**config.mk**
```make
export PLATFORM = sky130hd
export DESIGN_NAME = blt_lookup
export DESIGN_NICKNAME = d
export VERILOG_FILES = /design/src/rtl/blt_pkg.sv /design/src/rtl/blt_bank.sv /design/src/rtl/blt_match.sv /design/src/rtl/blt_prot.sv /design/src/rtl/blt_lookup.sv
export SDC_FILE = /design/constraint.sdc
export NUM_CORES = 2
export LEC_CHECK = 0
export ABC_AREA = 1
export CAP_MARGIN = 15
export CORE_MARGIN = 4
export CORE_UTILIZATION = 30
export CTS_CLUSTER_SIZE = 20
export DETAILED_ROUTE_END_ITERATION = 6
export PLACE_DENSITY = 0.43
export SLEW_MARGIN = 20
export SYNTH_ARGS = -nofsm -noshare
export SYNTH_HDL_FRONTEND = slang
export SYNTH_HIERARCHICAL = 1
export SYNTH_SLANG_ARGS = --single-unit
```
**constraint.sdc**
```tcl
create_clock -name clk -period 3.6 [get_ports clk]
set_input_delay 0.54 -clock clk [delete_from_list [all_inputs] [get_ports clk]]
set_output_delay 0.54 -clock clk [all_outputs]
set_load 0.01 [all_outputs]
```
**src/rtl/blt_pkg.sv**
```systemverilog
package blt_pkg;
    localparam int ADDR_W = 32;
    localparam int ACC_W  = 2;
    localparam int PROT_W = 2;

    // fault status word: fixed protection-violation bit plus write flag
    localparam logic [ADDR_W-1:0] FAULT_BASE = 32'h0800_0000;
    localparam int                FAULT_WR_BIT = 25;

    typedef struct packed {
        logic [ACC_W-1:0]  access;
        logic [ADDR_W-1:0] mask;
        logic [ADDR_W-1:0] bindex;
        logic [ADDR_W-1:0] phys;
        logic [PROT_W-1:0] prot;
    } blt_entry_t;

    typedef enum logic [1:0] {
        S_IDLE,
        S_MISS,
        S_HIT,
        S_FAULT
    } blt_state_t;
endpackage

```
**src/rtl/blt_bank.sv**
```systemverilog
module blt_bank
    import blt_pkg::*;
#(
    parameter int N_ENTRIES = 4,
    parameter int IDX_W     = $clog2(N_ENTRIES)
) (
    input  logic                        clk,
    input  logic                        rst_n,
    input  logic                        wr_en,
    input  logic [IDX_W-1:0]            wr_idx,
    input  blt_entry_t                  wr_entry,
    output blt_entry_t [N_ENTRIES-1:0]  entries_o
);
    always_ff @(posedge clk or negedge rst_n) begin
        if (!rst_n) begin
            entries_o <= '0;
        end else begin
            for (int i = 0; i < N_ENTRIES; i++) begin
                if (wr_en && (wr_idx == IDX_W'(i))) begin
                    entries_o[i] <= wr_entry;
                end
            end
        end
    end
endmodule

```
**src/rtl/blt_match.sv**
```systemverilog
module blt_match
    import blt_pkg::*;
#(
    parameter int N_ENTRIES = 4
) (
    input  blt_entry_t [N_ENTRIES-1:0] entries_i,
    input  logic [ACC_W-1:0]           req_acc,
    input  logic [ADDR_W-1:0]          addr,
    output logic                       hit,
    output blt_entry_t                 hit_entry
);
    logic [N_ENTRIES-1:0] match_vec;

    generate
        for (genvar g = 0; g < N_ENTRIES; g++) begin : g_cmp
            assign match_vec[g] = (|(entries_i[g].access & req_acc)) &&
                                  ((addr & entries_i[g].mask) == entries_i[g].bindex);
        end
    endgenerate

    // descending scan so the lowest matching index is the last one written
    always_comb begin
        hit       = 1'b0;
        hit_entry = '0;
        for (int i = N_ENTRIES - 1; i >= 0; i--) begin
            if (match_vec[i]) begin
                hit       = 1'b1;
                hit_entry = entries_i[i];
            end
        end
    end
endmodule

```
**src/rtl/blt_prot.sv**
```systemverilog
module blt_prot
    import blt_pkg::*;
(
    input  logic              hit,
    input  logic [PROT_W-1:0] prot,
    input  logic              is_write,
    output logic              fault,
    output logic [ADDR_W-1:0] status
);
    logic no_access;
    logic ro_violation;

    assign no_access    = (prot == '0);
    assign ro_violation = prot[0] && is_write;
    assign fault        = hit && (no_access || ro_violation);

    always_comb begin
        status               = FAULT_BASE;
        status[FAULT_WR_BIT] = is_write;
    end
endmodule

```
**src/rtl/blt_lookup.sv**
```systemverilog
module blt_lookup
    import blt_pkg::*;
#(
    parameter  int N_ENTRIES = 4,
    localparam int IDX_W     = $clog2(N_ENTRIES),
    localparam int N_SIDES   = 2
) (
    input  logic              clk,
    input  logic              rst_n,
    input  logic              wr_en,
    input  logic              wr_side,
    input  logic [IDX_W-1:0]  wr_idx,
    input  logic [ACC_W-1:0]  wr_access,
    input  logic [ADDR_W-1:0] wr_mask,
    input  logic [ADDR_W-1:0] wr_bindex,
    input  logic [ADDR_W-1:0] wr_phys,
    input  logic [PROT_W-1:0] wr_prot,
    input  logic              req_valid,
    input  logic              req_side,
    input  logic              req_user,
    input  logic              req_write,
    input  logic [ADDR_W-1:0] req_addr,
    output logic              rsp_valid,
    output logic              rsp_hit,
    output logic [PROT_W-1:0] rsp_prot,
    output logic [ADDR_W-1:0] rsp_paddr,
    output logic              rsp_fault,
    output logic [ADDR_W-1:0] rsp_status,
    output logic [ADDR_W-1:0] rsp_fault_addr
);
    blt_entry_t                 wr_entry;
    blt_entry_t [N_ENTRIES-1:0] bank_q [N_SIDES];
    blt_entry_t [N_ENTRIES-1:0] sel_entries;
    blt_entry_t                 hit_entry;
    logic [ACC_W-1:0]           req_acc;
    logic                       lk_hit;
    logic                       lk_fault;
    logic [ADDR_W-1:0]          lk_status;
    logic [ADDR_W-1:0]          lk_paddr;

    blt_state_t state_q, state_d;

    logic [ADDR_W-1:0] paddr_q;
    logic [PROT_W-1:0] prot_q;
    logic [ADDR_W-1:0] status_q;
    logic [ADDR_W-1:0] faddr_q;

    assign wr_entry = '{access: wr_access, mask: wr_mask, bindex: wr_bindex,
                        phys: wr_phys, prot: wr_prot};

    // one storage bank per side, written only when its side is addressed
    generate
        for (genvar s = 0; s < N_SIDES; s++) begin : g_side
            blt_bank #(.N_ENTRIES(N_ENTRIES), .IDX_W(IDX_W)) u_bank (
                .clk       (clk),
                .rst_n     (rst_n),
                .wr_en     (wr_en && (wr_side == 1'(s))),
                .wr_idx    (wr_idx),
                .wr_entry  (wr_entry),
                .entries_o (bank_q[s])
            );
        end
    endgenerate

    assign sel_entries = req_side ? bank_q[1] : bank_q[0];

    // supervisor in bit 1, user in bit 0; exactly one set
    assign req_acc = {~req_user, req_user};

    blt_match #(.N_ENTRIES(N_ENTRIES)) u_match (
        .entries_i (sel_entries),
        .req_acc   (req_acc),
        .addr      (req_addr),
        .hit       (lk_hit),
        .hit_entry (hit_entry)
    );

    assign lk_paddr = hit_entry.phys | (req_addr & ~hit_entry.mask);

    blt_prot u_prot (
        .hit      (lk_hit),
        .prot     (hit_entry.prot),
        .is_write (req_write),
        .fault    (lk_fault),
        .status   (lk_status)
    );

    // next-state selection
    always_comb begin
        if (!req_valid) begin
            state_d = S_IDLE;
        end else if (!lk_hit) begin
            state_d = S_MISS;
        end else if (lk_fault) begin
            state_d = S_FAULT;
        end else begin
            state_d = S_HIT;
        end
    end

    // state register
    always_ff @(posedge clk or negedge rst_n) begin
        if (!rst_n) begin
            state_q <= S_IDLE;
        end else begin
            state_q <= state_d;
        end
    end

    // result data registers
    always_ff @(posedge clk or negedge rst_n) begin
        if (!rst_n) begin
            paddr_q  <= '0;
            prot_q   <= '0;
            status_q <= '0;
            faddr_q  <= '0;
        end else begin
            if (req_valid) begin
                paddr_q <= lk_hit ? lk_paddr : '0;
                prot_q  <= lk_hit ? hit_entry.prot : '0;
            end
            if (req_valid && lk_fault) begin
                status_q <= lk_status;
                faddr_q  <= req_addr;
            end
        end
    end

    // outputs decoded from state
    always_comb begin
        rsp_valid = 1'b0;
        rsp_hit   = 1'b0;
        rsp_fault = 1'b0;
        unique case (state_q)
            S_IDLE: begin
            end
            S_MISS: begin
                rsp_valid = 1'b1;
            end
            S_HIT: begin
                rsp_valid = 1'b1;
                rsp_hit   = 1'b1;
            end
            S_FAULT: begin
                rsp_valid = 1'b1;
                rsp_hit   = 1'b1;
                rsp_fault = 1'b1;
            end
        endcase
    end

    assign rsp_paddr      = paddr_q;
    assign rsp_prot       = prot_q;
    assign rsp_status     = status_q;
    assign rsp_fault_addr = faddr_q;
endmodule

```
# After elaboration in Yosys (flattened, before gate mapping)
# Index checks and enable logic that the tools add are counted.
[totals]
regBits = 870
latch_bits = 0
ram_bits = 0
mem_bits_ro = 0
input_bits = 142
out_inout_bits = 101
wordCells = 111
n_memories = 0
[classes]
add_sub_neg = 0
n_mul = 0
div_mod_pow = 0
magnitude_cmp = 0
n_eq_ne = 10
n_shift = 0
muxes = 17
bitwise_logic = 13
reduce_logical = 26
[op_table]
columns = ["op", "n"]
rows = [
  ["400-bit two-way mux", 1],
  ["98-bit two-way mux", 4],
  ["32-bit bitwise AND", 5],
  ["32-bit equality test", 4],
  ["32-bit two-way mux", 1],
  ["32-bit NOT", 1],
  ["32-bit bitwise OR", 1],
  ["1-bit logical AND", 17],
  ["2-bit OR reduction", 5],
  ["2-bit bitwise AND", 4],
  ["2-bit equality test, second input constant", 4],
  ["1-bit two-way mux", 8],
  ["2-bit two-way mux", 3],
  ["2-bit by 1-bit equality test with 1-bit output, second input constant", 2],
  ["2-bit zero test", 2],
  ["3-bit OR reduction", 1],
  ["1-bit NOT", 2],
  ["1-bit logical OR", 1],
]

# Longest topological paths before layout
[logic_depth]
ltp_word = 14
ltp_mapped = 29
depth_no_buf = 22

# Cells and area by module
# The synthesis kept the hierarchy.
[by_module_without_submodules]
columns = ["module", "n_inst", "cells_each", "area_per_inst_um2", "seq_area_each_um2"]
rows = [
  ["blt_bank", 2, 1774, 16484.6, 10009.6],
  ["blt_lookup", 1, 1852, 10067.2, 2502.4],
  ["blt_match", 1, 1878, 8545.7, 0.0],
  ["blt_prot", 1, 39, 266.5, 0.0],
]

# Least setup slack after synthesis
# No wires, ideal clock.
[synth_timing]
kind = "input to register"
startpoint = "input req_side"
endpoint = "register status_q[25] (netlist: rsp_status[25])"
setup_ns = 0.066
arrival_time_ns = 3.298
required_time_ns = 3.534
slack_ns = 0.236
stages = 23
path_buffers = 7
path_cell_list = "buf_4 -> buf_2 -> clkbuf_1 -> o21ai_0 -> nand2_1 -> and2_1 -> nor3_1 -> nand2_1 -> nor2_1 -> nand4_1 -> buf_2 -> buf_2 -> nand2_1 -> inv_1 -> a21oi_1 -> inv_1 -> nand2_1 -> nand2_1 -> nor2_1 -> buf_2 -> clkbuf_1 -> nand3_1 -> nand2_1"
[synth_rtl]
columns = ["element", "line", "rtl"]
rows = [
  ["start: declaration", "blt_lookup.sv:19", "input logic req_side,"],
  ["end signal: assignment", "blt_lookup.sv:123", "status_q <= lk_status;"],
  ["end: declaration", "blt_lookup.sv:45", "logic [ADDR_W-1:0] status_q;"],
]

==> impl_metrics.prom <==
# TYPE chip_impl_metric gauge
chip_impl_metric{name="power.net_switching",unit="mW"} 10.4
chip_impl_metric{name="setup_tns",unit="ns"} 0
chip_impl_metric{name="max_clock_freq",unit="MHz"} 287
chip_impl_info{name="clockRootBuffer",value="sky130_fd_sc_hd__clkbuf_16"} 1
chip_impl_metric{name="timing.critical_path.depth",unit=""} 25
chip_impl_metric{name="floorplan.initialDensity",unit="%"} 30.2
chip_impl_metric{name="maxSlewViolCount",unit=""} 0
chip_impl_info{name="critical_path.startpoint_type",value="input port"} 1
chip_impl_metric{name="internal_power",unit="mW"} 21.3
chip_impl_metric{name="gr-usage-all-layers",unit="%"} 25.9
chip_impl_metric{name="final_hold_viol_count",unit=""} 0
chip_impl_metric{name="seq_power_share",unit="%"} 40.2
chip_impl_metric{name="fin_worst_skew",unit="ns"} 0.0497
chip_impl_metric{name="synth_to_final_area_change",unit="%"} 22.3
chip_impl_info{name="outcome",value="complete, no violations"} 1
chip_impl_metric{name="timing.critical_path.required",unit="ns"} 4.23
chip_impl_metric{name="synth-warning-count",unit=""} 6
chip_impl_metric{name="wire_length_of_the_first_global_routing_pass",unit="um"} 336000
chip_impl_metric{name="cp_data_arrival_time",unit="ns"} 4.12
chip_impl_metric{name="fin_cells",unit=""} 9546
chip_impl_metric{name="worst_pin_slew",unit="ns"} 1.07
chip_impl_metric{name="die_h",unit="um"} 416
chip_impl_metric{name="floorplan.die_area",unit="um2"} 173000
chip_impl_metric{name="gr-total-overflow",unit=""} 0
chip_impl_metric{name="place_congestion",unit=""} 0.925
chip_impl_metric{name="drt-initial-drc-count",unit=""} 4401
chip_impl_metric{name="maxCapViolations",unit=""} 0
chip_impl_metric{name="clk_latency",unit="ns"} 0.78
chip_impl_metric{name="routed-via-count",unit=""} 48700
chip_impl_metric{name="timing.reg2reg.worst_path_depth",unit=""} 18
chip_impl_metric{name="place.detailed.instances",unit=""} 9328
chip_impl_metric{name="mappedNetlistArea",unit="um2"} 50000
chip_impl_info{name="crit_path_end",value="rsp_fault_addr[27]$_DFFE_PN0P_"} 1
chip_impl_metric{name="vdd_ir_drop_max",unit="mV"} 0.402
chip_impl_metric{name="dp_hpwl",unit="um"} 149000
chip_impl_metric{name="final_min_period_over_clock_period",unit="%"} 96.9
chip_impl_info{name="slowest_stage",value="sky130_fd_sc_hd__nor2_1"} 1
chip_impl_info{name="hold_path_class",value="in -> reg"} 1
chip_impl_metric{name="cts.sink_count",unit=""} 900
chip_impl_info{name="mostFrequentLayoutCell",value="sky130_fd_sc_hd__nand2_1"} 1
chip_impl_metric{name="initial_antenna_violation_count",unit=""} 15
chip_impl_metric{name="drt_pre_antenna_iters",unit=""} 6
chip_impl_metric{name="core-area",unit="um2"} 165000
chip_impl_metric{name="clock_pin_slew_reported_for_the_worst_setup_and_hold_paths_after_clock_tree_synthesis",unit="ns"} 0.06
chip_impl_metric{name="syn_area_per_cell",unit="um2"} 7.24
chip_impl_metric{name="io_buffer_count",unit=""} 242
chip_impl_metric{name="postSynthCellCount",unit=""} 6906
chip_impl_metric{name="timing.critical_path.slowest_cell_delay",unit="ns"} 0.36
chip_impl_info{name="worst_r2r_startpoint",value="g_side[0].u_bank/entries_o[44]$_DFFE_PN0P_"} 1
chip_impl_info{name="critical-path-top-delay-family",value="simple AND/OR/NAND/NOR gates"} 1
chip_impl_metric{name="reg2reg_setup_slack",unit="ns"} 0.14
chip_impl_metric{name="final_layout_size_suffix_gt1_share",unit="%"} 11.8
chip_impl_metric{name="powerDensity",unit="nW/um2"} 518
chip_impl_metric{name="drc",unit=""} 0
chip_impl_metric{name="cp_max_fo",unit=""} 36
chip_impl_info{name="timing.critical_path.from",value="req_side"} 1
chip_impl_info{name="cpMostUsedCell",value="sky130_fd_sc_hd__nand2_1"} 1
chip_impl_metric{name="top_level_ports",unit=""} 243
chip_impl_metric{name="setup_viol",unit=""} 0
chip_impl_metric{name="fp.dieW",unit="um"} 416
chip_impl_info{name="grt_setup_unrepaired",value="false"} 1
chip_impl_metric{name="post-route-cell-area",unit="um2"} 61100
chip_impl_metric{name="htree_num_levels",unit=""} 3
chip_impl_metric{name="num_rows",unit=""} 149
chip_impl_metric{name="worst_slew_margin_relative_to_its_limit",unit="%"} 28.7
chip_impl_info{name="critical_path.endpoint_type",value="flip-flop"} 1
chip_impl_metric{name="p_comb_share",unit="%"} 22.7
chip_impl_metric{name="power.share.switching",unit="%"} 32.9
chip_impl_metric{name="clock_power_share",unit="%"} 37.1
chip_impl_metric{name="max-clock-path-buffers",unit=""} 3
chip_impl_info{name="tritoncts",value="done"} 1
chip_impl_metric{name="power_leakage",unit="nW"} 31.5
chip_impl_metric{name="layout.core_utilization",unit="%"} 37.0
chip_impl_info{name="crit_type",value="in -> reg"} 1
chip_impl_metric{name="numnets_final",unit=""} 7399
chip_impl_metric{name="final_antenna_net_count",unit=""} 0
chip_impl_metric{name="drt_total_wl",unit="um"} 230000
chip_impl_metric{name="timing.critical_path.buf_inv",unit=""} 7
chip_impl_metric{name="grt_start_max_net_pins",unit=""} 151
chip_impl_metric{name="cts_inserted_buffers",unit=""} 110
chip_impl_metric{name="first_global_vias",unit=""} 46600
chip_impl_info{name="layout_common_cells",value="sky130_fd_sc_hd__nand2_1 (2857), sky130_fd_sc_hd__dfrtp_1 (900), sky130_fd_sc_hd__nand4_1 (803)"} 1
chip_impl_info{name="r2r-end",value="rsp_fault_addr[27]$_DFFE_PN0P_"} 1
chip_impl_metric{name="viasPerCell",unit=""} 5.11
chip_impl_metric{name="finalCriticalPeriod",unit="ns"} 3.49
chip_impl_metric{name="detail_route.wl_per_cell",unit="um"} 24.1
chip_impl_metric{name="placedInstanceArea",unit="um2"} 57200
metrics by stage:
step           hold WS [ns]  setup WS (ns)  power [mW]
2_1_floorplan         0.244          0.262        16.3
3_3_place_gp          0.453         -0.791        19.9
3_5_place_dp          0.458         -0.810        20.0
4_1_cts              0.0959         0.0345        31.8
5_1_grt               0.153        0.00464        33.2
6_report              0.155          0.110        31.7
worst min-delay path by stage:
| stage | start | end | slack [ns] | cells past startpoint |
|---|---|---|---|---|
| floorplan | rst_n | g_side[0].u_bank/entries_o[0]$_DFFE_PN0P_ | 0.24 | 0 |
| global placement | g_side[0].u_bank/entries_o[124]$_DFFE_PN0P_ | g_side[0].u_bank/entries_o[124]$_DFFE_PN0P_ | 0.45 | 2 |
| detailed placement | g_side[0].u_bank/entries_o[121]$_DFFE_PN0P_ | g_side[0].u_bank/entries_o[121]$_DFFE_PN0P_ | 0.46 | 2 |
| CTS | wr_idx[1] | g_side[1].u_bank/entries_o[311]$_DFFE_PN0P_ | 0.1 | 3 |
| global route | wr_idx[1] | g_side[1].u_bank/entries_o[311]$_DFFE_PN0P_ | 0.15 | 3 |
| finish | wr_idx[1] | g_side[1].u_bank/entries_o[311]$_DFFE_PN0P_ | 0.16 | 3 |
per-layer routing:
layer | share of wire, % | global-route usage, % | up-vias
met5 | 0.0048 | 0 | -
met4 | 3.8 | 8.90 | 2
met3 | 6.0 | 3.60 | 331
met2 | 44 | 39.9 | 1642
met1 | 46 | 37.1 | 24000
li1 | - | - | 22800
tightest hold or removal path, delay by kind of cell:
kind | cells | cell delay [ns]
AND/OR/NAND/NOR | 2 | 0.16
buffers and inverters | 1 | 0.17
area by class of cell:
cell class | instances | area (um2)
diodes | 6 | 15.0
clock buffers | 166 | 3310
clock inverters | 40 | 483
fillers | 17500 | 104000
inverters | 728 | 2750
multi-input cells | 4716 | 21300
flip-flops and latches | 900 | 22500
well taps | 2189 | 2740
repair buffers | 801 | 8040
flip-flops by register name (all words and copies together) (netlist names):
register and cells:
g_side.u_bank/entries_o 800, state_q 2, rsp_fault_addr 32, rsp_paddr 32, rsp_status 32, rsp_prot 2
what timing repair did:
action                                 in CTS  in global routing
setup endpoints to repair                  12                 65
gates cloned                                0                  2
resized for setup                           1                 35
endpoints found under the hold margin      24                  0
hold buffers                                1                  0
pin swaps                                   0                  5
buffers inserted                            0                  3
power by group through the flow:
stage          Sequential [mW]  Clock [mW]  Combinational, mW
3_3_place_gp              12.9           0               7.00
4_1_cts                   12.7        12.0               7.09
2_1_floorplan             12.7           0               3.63
6_report                  12.7        11.7               7.17
3_5_place_dp              12.9           0               7.07
5_1_grt                   12.9        12.4               7.87
(Power assumes the default switching activity.)
